$ cat src/rtl/sr_mr2_pkg.sv
package sr_mr2_pkg;
  localparam int NUM_RANKS = 4;
  localparam int RANK_W    = $clog2(NUM_RANKS);
  localparam int SHADOW_W  = 16;
  localparam logic [2:0] MR2_BANK = 3'b010;

  typedef struct packed {
    logic              issue;
    logic [RANK_W-1:0] rank;
  } seqStrobe_t;
endpackage

$ cat src/rtl/sr_mr2_ctl.sv
module sr_mr2_ctl
  import sr_mr2_pkg::*;
#(
  parameter int CNT_W = 8
) (
  input  logic                 clk,
  input  logic                 rst_n,
  input  logic                 srReq,
  input  logic [NUM_RANKS-1:0] rankPresent,
  input  logic [CNT_W-1:0]     tMrd,
  input  logic [CNT_W-1:0]     tMod,
  output seqStrobe_t           strobe,
  output logic                 srDone
);
  typedef enum logic [1:0] {S_IDLE, S_ISSUE, S_WAIT, S_DONE} state_t;

  state_t            state;
  logic [RANK_W-1:0] rank;
  logic [CNT_W-1:0]  cnt;
  logic              lastCmd;

  logic              firstFound, nextFound;
  logic [RANK_W-1:0] firstIdx, nextIdx;
  logic [CNT_W-1:0]  gapSel;

  // lowest present rank overall and lowest present rank above the current one
  always_comb begin
    firstFound = 1'b0;
    firstIdx   = '0;
    nextFound  = 1'b0;
    nextIdx    = '0;
    for (int i = NUM_RANKS - 1; i >= 0; i--) begin
      if (rankPresent[i]) begin
        firstFound = 1'b1;
        firstIdx   = RANK_W'(i);
        if (i > int'(rank)) begin
          nextFound = 1'b1;
          nextIdx   = RANK_W'(i);
        end
      end
    end
  end

  assign gapSel = nextFound ? tMrd : tMod;

  always_ff @(posedge clk or negedge rst_n) begin
    if (!rst_n) begin
      state   <= S_IDLE;
      rank    <= '0;
      cnt     <= '0;
      lastCmd <= 1'b0;
    end else begin
      case (state)
        S_IDLE: if (srReq) begin
          if (firstFound) begin
            rank  <= firstIdx;
            state <= S_ISSUE;
          end else begin
            state <= S_DONE;
          end
        end
        S_ISSUE: begin
          lastCmd <= !nextFound;
          if (nextFound) rank <= nextIdx;
          if (gapSel <= CNT_W'(1)) begin
            state <= nextFound ? S_ISSUE : S_DONE;
          end else begin
            cnt   <= gapSel - CNT_W'(2);
            state <= S_WAIT;
          end
        end
        S_WAIT: begin
          if (cnt == '0) state <= lastCmd ? S_DONE : S_ISSUE;
          else           cnt   <= cnt - CNT_W'(1);
        end
        S_DONE: if (!srReq) state <= S_IDLE;
        default: state <= S_IDLE;
      endcase
    end
  end

  assign strobe.issue = (state == S_ISSUE);
  assign strobe.rank  = rank;
  assign srDone       = (state == S_DONE);

  // every command is addressed to a populated rank
  assert_issue_present_R2: assert property (@(posedge clk) disable iff (!rst_n)
    strobe.issue |-> rankPresent[strobe.rank]);

  // with a spacing of two or more, a command is never followed at once by another
  assert_mrd_gap_R6: assert property (@(posedge clk) disable iff (!rst_n)
    (strobe.issue && nextFound && tMrd >= CNT_W'(2)) |=> !strobe.issue);

  // done is held while the request stays high
  assert_done_hold_R7: assert property (@(posedge clk) disable iff (!rst_n)
    (srDone && srReq) |=> srDone);

  // done releases one cycle after the request drops
  assert_done_drop_R7: assert property (@(posedge clk) disable iff (!rst_n)
    (srDone && !srReq) |=> !srDone);
endmodule

$ cat src/rtl/sr_mr2_dp.sv
module sr_mr2_dp
  import sr_mr2_pkg::*;
#(
  parameter int ADDR_W = 16,
  parameter int BANK_W = 3
) (
  input  logic                 clk,
  input  logic                 rst_n,
  input  seqStrobe_t           strobe,
  input  logic [SHADOW_W-1:0]  shadowReg,
  output logic                 cmdValid,
  output logic [NUM_RANKS-1:0] cmdCs,
  output logic [BANK_W-1:0]    cmdBa,
  output logic [ADDR_W-1:0]    cmdAddr
);
  localparam int MR_BITS   = 14;
  localparam int SWAP_PAIRS = 3;

  logic              dimmSel, oddRank, srtBit, mirBit, mirror;
  logic [ADDR_W-1:0] addrPlain, addrMir;
  logic [BANK_W-1:0] baPlain, baMir;

  assign dimmSel = strobe.rank[RANK_W-1];
  assign oddRank = strobe.rank[0];
  assign srtBit  = dimmSel ? shadowReg[7]  : shadowReg[6];
  assign mirBit  = dimmSel ? shadowReg[15] : shadowReg[14];
  assign mirror  = oddRank & mirBit;

  always_comb begin
    addrPlain = '0;
    addrPlain[MR_BITS-1:0] = {shadowReg[13:8], srtBit, 1'b0, shadowReg[5:0]};
    baPlain = '0;
    baPlain[2:0] = MR2_BANK;
  end

  // address pair swaps A3/A4, A5/A6, A7/A8
  always_comb begin
    addrMir = addrPlain;
    for (int k = 0; k < SWAP_PAIRS; k++) begin
      addrMir[3 + 2*k] = addrPlain[4 + 2*k];
      addrMir[4 + 2*k] = addrPlain[3 + 2*k];
    end
    baMir    = baPlain;
    baMir[0] = baPlain[1];
    baMir[1] = baPlain[0];
  end

  generate
    for (genvar r = 0; r < NUM_RANKS; r++) begin : g_cs
      assign cmdCs[r] = strobe.issue && (strobe.rank == RANK_W'(r));
    end
  endgenerate

  assign cmdValid = strobe.issue;
  assign cmdAddr  = !strobe.issue ? '0 : (mirror ? addrMir : addrPlain);
  assign cmdBa    = !strobe.issue ? '0 : (mirror ? baMir   : baPlain);

  // bus quiet without a command
  assert_idle_quiet_R1: assert property (@(posedge clk) disable iff (!rst_n)
    !cmdValid |-> (cmdAddr == '0 && cmdBa == '0 && cmdCs == '0));

  // even ranks always see the plain MR2 bank code
  assert_even_plain_R4: assert property (@(posedge clk) disable iff (!rst_n)
    (cmdValid && !strobe.rank[0]) |-> cmdBa == BANK_W'(MR2_BANK));

  // any command decodes to MR2, directly or after the bank swap
  assert_bank_mr2_R5: assert property (@(posedge clk) disable iff (!rst_n)
    cmdValid |-> (cmdBa == BANK_W'(3'b010) || cmdBa == BANK_W'(3'b001)));

  // exactly one chip select under the strobe
  assert_cs_single_R9: assert property (@(posedge clk) disable iff (!rst_n)
    cmdValid |-> $countones(cmdCs) == 1);
endmodule

$ cat src/rtl/sr_mr2_seq.sv
module sr_mr2_seq
  import sr_mr2_pkg::*;
#(
  parameter int ADDR_W = 16,
  parameter int BANK_W = 3,
  parameter int CNT_W  = 8
) (
  input  logic                 clk,
  input  logic                 rst_n,
  input  logic                 srReq,
  input  logic [NUM_RANKS-1:0] rankPresent,
  input  logic [SHADOW_W-1:0]  shadowReg,
  input  logic [CNT_W-1:0]     tMrd,
  input  logic [CNT_W-1:0]     tMod,
  output logic                 cmdValid,
  output logic [NUM_RANKS-1:0] cmdCs,
  output logic [BANK_W-1:0]    cmdBa,
  output logic [ADDR_W-1:0]    cmdAddr,
  output logic                 srDone
);
  seqStrobe_t strobe;

  sr_mr2_ctl #(.CNT_W(CNT_W)) ctl_i (
    .clk(clk), .rst_n(rst_n), .srReq(srReq), .rankPresent(rankPresent),
    .tMrd(tMrd), .tMod(tMod), .strobe(strobe), .srDone(srDone)
  );

  sr_mr2_dp #(.ADDR_W(ADDR_W), .BANK_W(BANK_W)) dp_i (
    .clk(clk), .rst_n(rst_n), .strobe(strobe), .shadowReg(shadowReg),
    .cmdValid(cmdValid), .cmdCs(cmdCs), .cmdBa(cmdBa), .cmdAddr(cmdAddr)
  );
endmodule

$ cat config.mk
export PLATFORM = sky130hd
export DESIGN_NAME = sr_mr2_seq
export DESIGN_NICKNAME = d
export VERILOG_FILES = /design/src/rtl/sr_mr2_pkg.sv /design/src/rtl/sr_mr2_ctl.sv /design/src/rtl/sr_mr2_dp.sv /design/src/rtl/sr_mr2_seq.sv
export SDC_FILE = /design/constraint.sdc
export NUM_CORES = 1
export LEC_CHECK = 0
export BUFFER_PORTS_ARGS = -buffer_cell sky130_fd_sc_hd__buf_2
export CAP_MARGIN = 20
export CORE_AREA = 5 5 65 110
export DETAILED_ROUTE_END_ITERATION = 7
export DIE_AREA = 0 0 70 115
export GPL_TIMING_DRIVEN = 0
export PLACE_DENSITY = 0.58
export SLEW_MARGIN = 20
export SYNTH_ARGS = -nofsm -noshare
export SYNTH_HDL_FRONTEND = slang
export SYNTH_HIERARCHICAL = 1
export SYNTH_SLANG_ARGS = --single-unit
export TNS_END_PERCENT = 50
$ cat constraint.sdc
create_clock -name clk -period 3.15 [get_ports clk]
set_input_delay 0.63 -clock clk [delete_from_list [all_inputs] [get_ports clk]]
set_output_delay 0.63 -clock clk [all_outputs]
set_load 0.02 [all_outputs]
# Word level (Yosys, flattened, before mapping)
# Index checks and enable logic that the tools add are counted.
[word_totals] out_inout_bits=25 inputBits=39 elab_cells=79 regBits=13
[classes] n_addsub=2 bitwise_logic=1 n_reduce_logical=13 eq_ne=13 order_cmp=4 muxes=42
[op_table] operator="two-way mux 2 bit" n=21
[op_table] operator="two-way mux 8 bit" n=3
[op_table] operator="one-hot mux 8 bit (2 select lines)" n=1
[op_table] operator="two-way mux 14 bit" n=1
[op_table] operator="two-way mux 1 bit" n=12
[op_table] operator="two-way mux 9 bit" n=1
[op_table] operator="equality test 2 bit, second input constant" n=4
[op_table] operator="less-or-equal comparator 8 x 1 -> 1 bit, second input constant" n=1
[op_table] operator="zero test 8 bit" n=1
[op_table] operator="!= test 2 bit, second input constant" n=4
[op_table] operator="one-hot mux 2 bit (4 select lines)" n=1
[op_table] operator="subtractor 8 x 1 -> 8 bit, second input constant" n=1
[op_table] operator="subtractor 8 x 2 -> 8 bit, second input constant" n=1
[op_table] operator="!= test 2 x 1 -> 1 bit, second input constant" n=3
[op_table] operator="AND reduction 3 bit" n=2
[op_table] operator="equality test 2 x 1 -> 1 bit, second input constant" n=2
[op_table] operator="greater-than comparator 2 bit, first input constant" n=2
[op_table] operator="logical AND 1 bit" n=4
[op_table] operator="zero test 2 bit" n=2
[op_table] operator="one-hot mux 2 bit (2 select lines)" n=1
[op_table] operator="AND reduction 4 bit" n=1
[op_table] operator="nonzero test 2 bit" n=2
[op_table] operator="two-way mux 3 bit" n=1
[op_table] operator="greater-than comparator 1 x 2 -> 1 bit, first input constant" n=1
[op_table] operator="2 further kinds" n=2

# Longest topological paths before layout
[depth] ltp_word=11 ltp_mapped=11 ltp_nobuf=10

# Modules after synthesis
# Netlist, hierarchy kept.
[by_module_without_submodules] module="sr_mr2_ctl" instances=1 area_per_inst_um2=1267.5 seq_area_each_um2=325.3 cells_per_inst=155
[by_module_without_submodules] module="sr_mr2_dp" instances=1 area_per_inst_um2=206.4 seq_area_each_um2=0.0 cells_per_inst=30

# Least setup slack after synthesis
# No wires, ideal clock.
[synth_timing] path_type="input to register" from="input port rankPresent[2]" to="register ctl_i.cnt[3]" stages=10 arrival_time_ns=2.361 path_buffers=1 t_required_ns=3.016 setup_ns=0.134 setup_slack_ns=0.655 path_cell_list="nor2_1 nor2_1 or2_2 buf_2 mux2i_1 ha_1 nand3b_1 a21oi_1 a2111oi_0 o22ai_1"
[synth_between] elab_chain_len=7
[synth_rtl] item="start, declared" line="sr_mr2_seq.sv:11" source="input logic [NUM_RANKS-1:0] rankPresent,"
[synth_rtl] item="two-way mux 1 bit (*)" line="sr_mr2_ctl.sv:33" source="if (rankPresent[i]) begin"
[synth_rtl] item="two-way mux 1 bit" line="sr_mr2_ctl.sv:36" source="if (i > int'(rank)) begin"
[synth_rtl] item="two-way mux 1 bit (*)" line="sr_mr2_ctl.sv:33"
[synth_rtl] item="two-way mux 8 bit (*)" line="sr_mr2_ctl.sv:44" source="assign gapSel = nextFound ? tMrd : tMod;"
[synth_rtl] item="subtractor 8 x 2 -> 8 bit or less-or-equal comparator 8 x 1 -> 1 bit (tied branches)" line="sr_mr2_ctl.sv:68, sr_mr2_ctl.sv:65"
[synth_rtl] item="two-way mux 8 bit or != test 2 bit (tied branches)"
[synth_rtl] item="one-hot mux 8 bit (2 select lines) or AND reduction 3 bit (tied branches)"
[synth_rtl] item="end signal, assigned" line="sr_mr2_ctl.sv:68" source="cnt <= gapSel - CNT_W'(2);"
[synth_rtl] item="end signal, assigned" line="sr_mr2_ctl.sv:74" source="else cnt <= cnt - CNT_W'(1);"
[synth_rtl] item="end, declared" line="sr_mr2_ctl.sv:19" source="logic [CNT_W-1:0] cnt;"
# Every way passes the cells marked *; elsewhere a longest branch is shown, timed or not. The select of a mux whose other input is x is not followed.
# A chain may end at the register's enable or synchronous reset.

# Worst setup path in the final report
[layout_timing] from="register ctl_i.rank[1]" to="register ctl_i.cnt[3]"
[layout_between] elab_chain_len=11
[layout_rtl] item="start, declared" line="sr_mr2_ctl.sv:18" source="logic [RANK_W-1:0] rank;"
[layout_rtl] item="start signal, assigned" line="sr_mr2_ctl.sv:56" source="rank <= firstIdx;"
[layout_rtl] item="start signal, assigned" line="sr_mr2_ctl.sv:64" source="if (nextFound) rank <= nextIdx;"
[layout_rtl] item="greater-than comparator 2 bit" line="sr_mr2_ctl.sv:36"
[layout_rtl] item="two-way mux 1 bit" line="sr_mr2_ctl.sv:36"
[layout_rtl] item="two-way mux 1 bit" line="sr_mr2_ctl.sv:33"
[layout_rtl] item="two-way mux 1 bit" line="sr_mr2_ctl.sv:36"
[layout_rtl] item="two-way mux 1 bit" line="sr_mr2_ctl.sv:33"
[layout_rtl] item="two-way mux 1 bit" line="sr_mr2_ctl.sv:36"
[layout_rtl] item="two-way mux 1 bit (*)" line="sr_mr2_ctl.sv:33"
[layout_rtl] item="two-way mux 8 bit (*)" line="sr_mr2_ctl.sv:44"
[layout_rtl] item="subtractor 8 x 2 -> 8 bit or less-or-equal comparator 8 x 1 -> 1 bit (tied branches)" line="sr_mr2_ctl.sv:68, sr_mr2_ctl.sv:65"
[layout_rtl] item="two-way mux 8 bit or != test 2 bit (tied branches)"
[layout_rtl] item="one-hot mux 8 bit (2 select lines) or AND reduction 3 bit (tied branches)"
# Marked as above.

==> metrics.txt <==
total CTS buffers=3; layout cells sized above 1=36.3%; DR vias/cell=4.79; Core Region=0.00618 mm²; WP data required=~3.3 ns; RSZ-0062 raised after global routing=no; total track usage=around a tenth; CTS root buf=clkbuf_8; Synth Cell Area=0.00147 mm²; post-synthesis async set-or-reset flop share=100%; Slew headroom=between 40% and 50%; placed instance area=0.00188 mm²; part of the power in the clock network=8.8%; EDFF count, synth=0; post-layout min period=2.86 ns; initial antenna violation count=0; status=complete, no violations; sequential cell area=325 µm²; Critical Path Source Type=flop; Crit. End Element=flop; vias in the first global route=around 1600; first-pass GRT wire length=7.07 mm; Yosys warnings=6; NetSw=0.856 mW; min-delay worst type=input pin to asynchronous set/reset pin; fillers=~710; part of the cycle the worst path needs=90.9%; post-synthesis instance total=185; Die X=70 µm; Design Power=1.72 mW; placed instance count=327; clk sinks=13; largest net degree at the start of global routing=14; ys flop type=dfrtp_1; type of the worst setup path=flop to flop; Nets=298; port buffer count=60; non-filler cells, final=331; Place WS=-0.239 ns; Post-DRT Antenna Nets=0; post-synth cell types=just under 60; post-synth top area cell=dfrtp_1; total global routing overflow=0; final number of hold-violating endpoints=0; final setup fails=0; CP max FO=11; Worst-Skew Late Latency=0.24 ns; Syn Area/Cell=7.97 µm²; P_leak=0.923 nW; CP arrival=approximately 3.0 ns; footprint of the multi-input gates=0.00104 mm²; post-route worst setup slack=about 0.29 ns; row count=38; Comb pwr share=70.4%; clk_skew=between 0.0015 and 0.002 ns; Longest Clk Path Bufs=2; routed via count=1584; Slew @ Worst Pin=0.836 ns; P_int=~0.86 mW; DRC Markers=0; WL final=4.19 mm; Routability Congestion=0.762; FMAX=between 0.3 and 0.4 GHz; final instance area=0.00194 mm²; Antenna diodes=0; die height=115 µm; Layout Utilization=31.3%; area grow syn2layout=31.3%; Final Slew Violations=0; hpwl dp=3.51 mm; Switching Share=49.7%; cts hold-fix bufs=0; Reg clk slew, reported paths=0.06 ns; Initial Utilization=23.8%; 1st-iter DRT viols=33; maximum vdd ir drop=504 µV; Pwr Density=889 mW/mm²; CTS tree=yes; top-area cell type share of the netlist area=around 22%; DIE AREA=0.00805 mm²; Max Cap Viol=0; Yosys reg bits=13; num ports=64; sequential share of power=about a fifth; register area share after synthesis=22.1%; top post-synthesis cells by area=dfrtp_1 (22%), ha_1 (5.9%), nor2_1 (5.9%), o21ai_0 (4.1%), and2_1 (3.8%); 1st-pass router iterations=4; H-tree depth=1; wire per inst=12.7 µm
worst max-delay path, cell delays in order (launching register included):
cell and delay [ns]:
dfrtp_1 0.54, nand2b_1 0.17, a21oi_2 0.09, nor2_1 0.54
mux2i_1 0.29, ha_2 0.28, nand3b_1 0.13, a21oi_1 0.08
a2111oi_2 0.48, o22ai_1 0.13
per-stage QoR:
step                hold WS (ns)  TNS [ns]
finish                     0.271         0
global route               0.292         0
CTS                        0.282         0
detailed placement         0.509    -0.239
global placement           0.490    -0.238
floorplan                  0.334         0
synthesized netlist by cell type, types with 2 or more instances:
cell      count
ha_1          7
a21oi_2       2
xor2_1        6
nor3_1        4
buf_4         4
a31oi_1       4
and3_2        2
mux2_2        3
clkbuf_1      3
a21oi_1       9
a211oi_1      2
and3_1        3
o21ai_0      12
dfrtp_1      13
a22o_2        3
nand2_1      15
buf_2         2
o21a_1        2
mux2i_1       5
nor4b_1       2
inv_1        11
and2_1        9
nor2_1       23
or3_1         2
nand3b_1      2
nand2b_1      2
nand3_1       2
timing repair:
item,CTS,global route
pin swaps,0,0
buffers inserted,0,0
setup endpoints to repair,1,2
gates resized for setup,1,2
area by class of cell:
cell class | count | area share [%]
Tap cell | 80 | 5.17
Clock buffer | 4 | 2.33
Inverter | 11 | 2.13
Multi-Input combinational cell | 152 | 53.9
Buffer | 11 | 4.14
Sequential cell | 13 | 16.8
Timing Repair Buffer | 60 | 15.5
per-layer routing:
metal | vias to the layer above | track usage [%] | routed length, µm
li1 | 794 | - | -
met1 | 725 | 11.3 | 1650
met2 | 61 | 19.7 | 2170
met3 | 4 | 2.19 | 304
met4 | 0 | 3.32 | 70
met5 | - | 0 | 0
kinds of logic (layout without fill, tap and decap cells):
kind of cell | count (synthesis) | count (layout) | share of synthesized area (%)
xor gates and xnor gates | 7 | 7 | 4.16
buffers and inverters | 22 | 86 | 8.23
AOI/OAI and AO/OA | 50 | 50 | 25.3
muxes | 8 | 8 | 5.69
adders and majority gates | 7 | 7 | 5.94
other | 1 | 3 | 0.254
and+or+nand+nor | 77 | 77 | 28.4
DFF | 13 | 13 | 22.1
power by group through the flow:
stage	Combinational, mW	Clock [mW]	Sequential [mW]
5_1_grt	1.35	0.165	0.376
2_1_floorplan	0.924	0	0.331
3_5_place_dp	1.20	0	0.359
4_1_cts	1.21	0.158	0.357
3_3_place_gp	1.19	0	0.356
6_report	1.21	0.152	0.357
flip-flops by register name, summed over array words and instances (netlist names):
signal,cells
ctl_i/cnt,8
ctl_i/rank,2
ctl_i/state,2
ctl_i/lastCmd,1
cells in the final DEF, fill, tap and decap left out, types with 5 or more instances in the layout:
| cell type | instances |
|---|---|
| mux2i_1 | 5 |
| inv_1 | 11 |
| nand2_1 | 15 |
| dfrtp_1 | 13 |
| xor2_1 | 6 |
| a21oi_1 | 9 |
| o21ai_0 | 12 |
| buf_2 | 62 |
| and2_1 | 9 |
| ha_1 | 6 |
| nor2_1 | 23 |
worst paths after layout:
check	from	endpoint	slack [ns]	depth (start not counted)
max	ctl_i/rank[1]	ctl_i/cnt[3]	0.29	9
min	rst_n	ctl_i/cnt[0]	0.27	1
max reg2reg	ctl_i/rank[1]	ctl_i/cnt[3]	0.29	9
min reg2reg	ctl_i/lastCmd	ctl_i/lastCmd	0.52	1
max in group asynchronous	rst_n	ctl_i/rank[0]	2.64	1
min in group clk	ctl_i/lastCmd	ctl_i/lastCmd	0.52	1
Note: power is estimated with default switching activity, not from simulation.
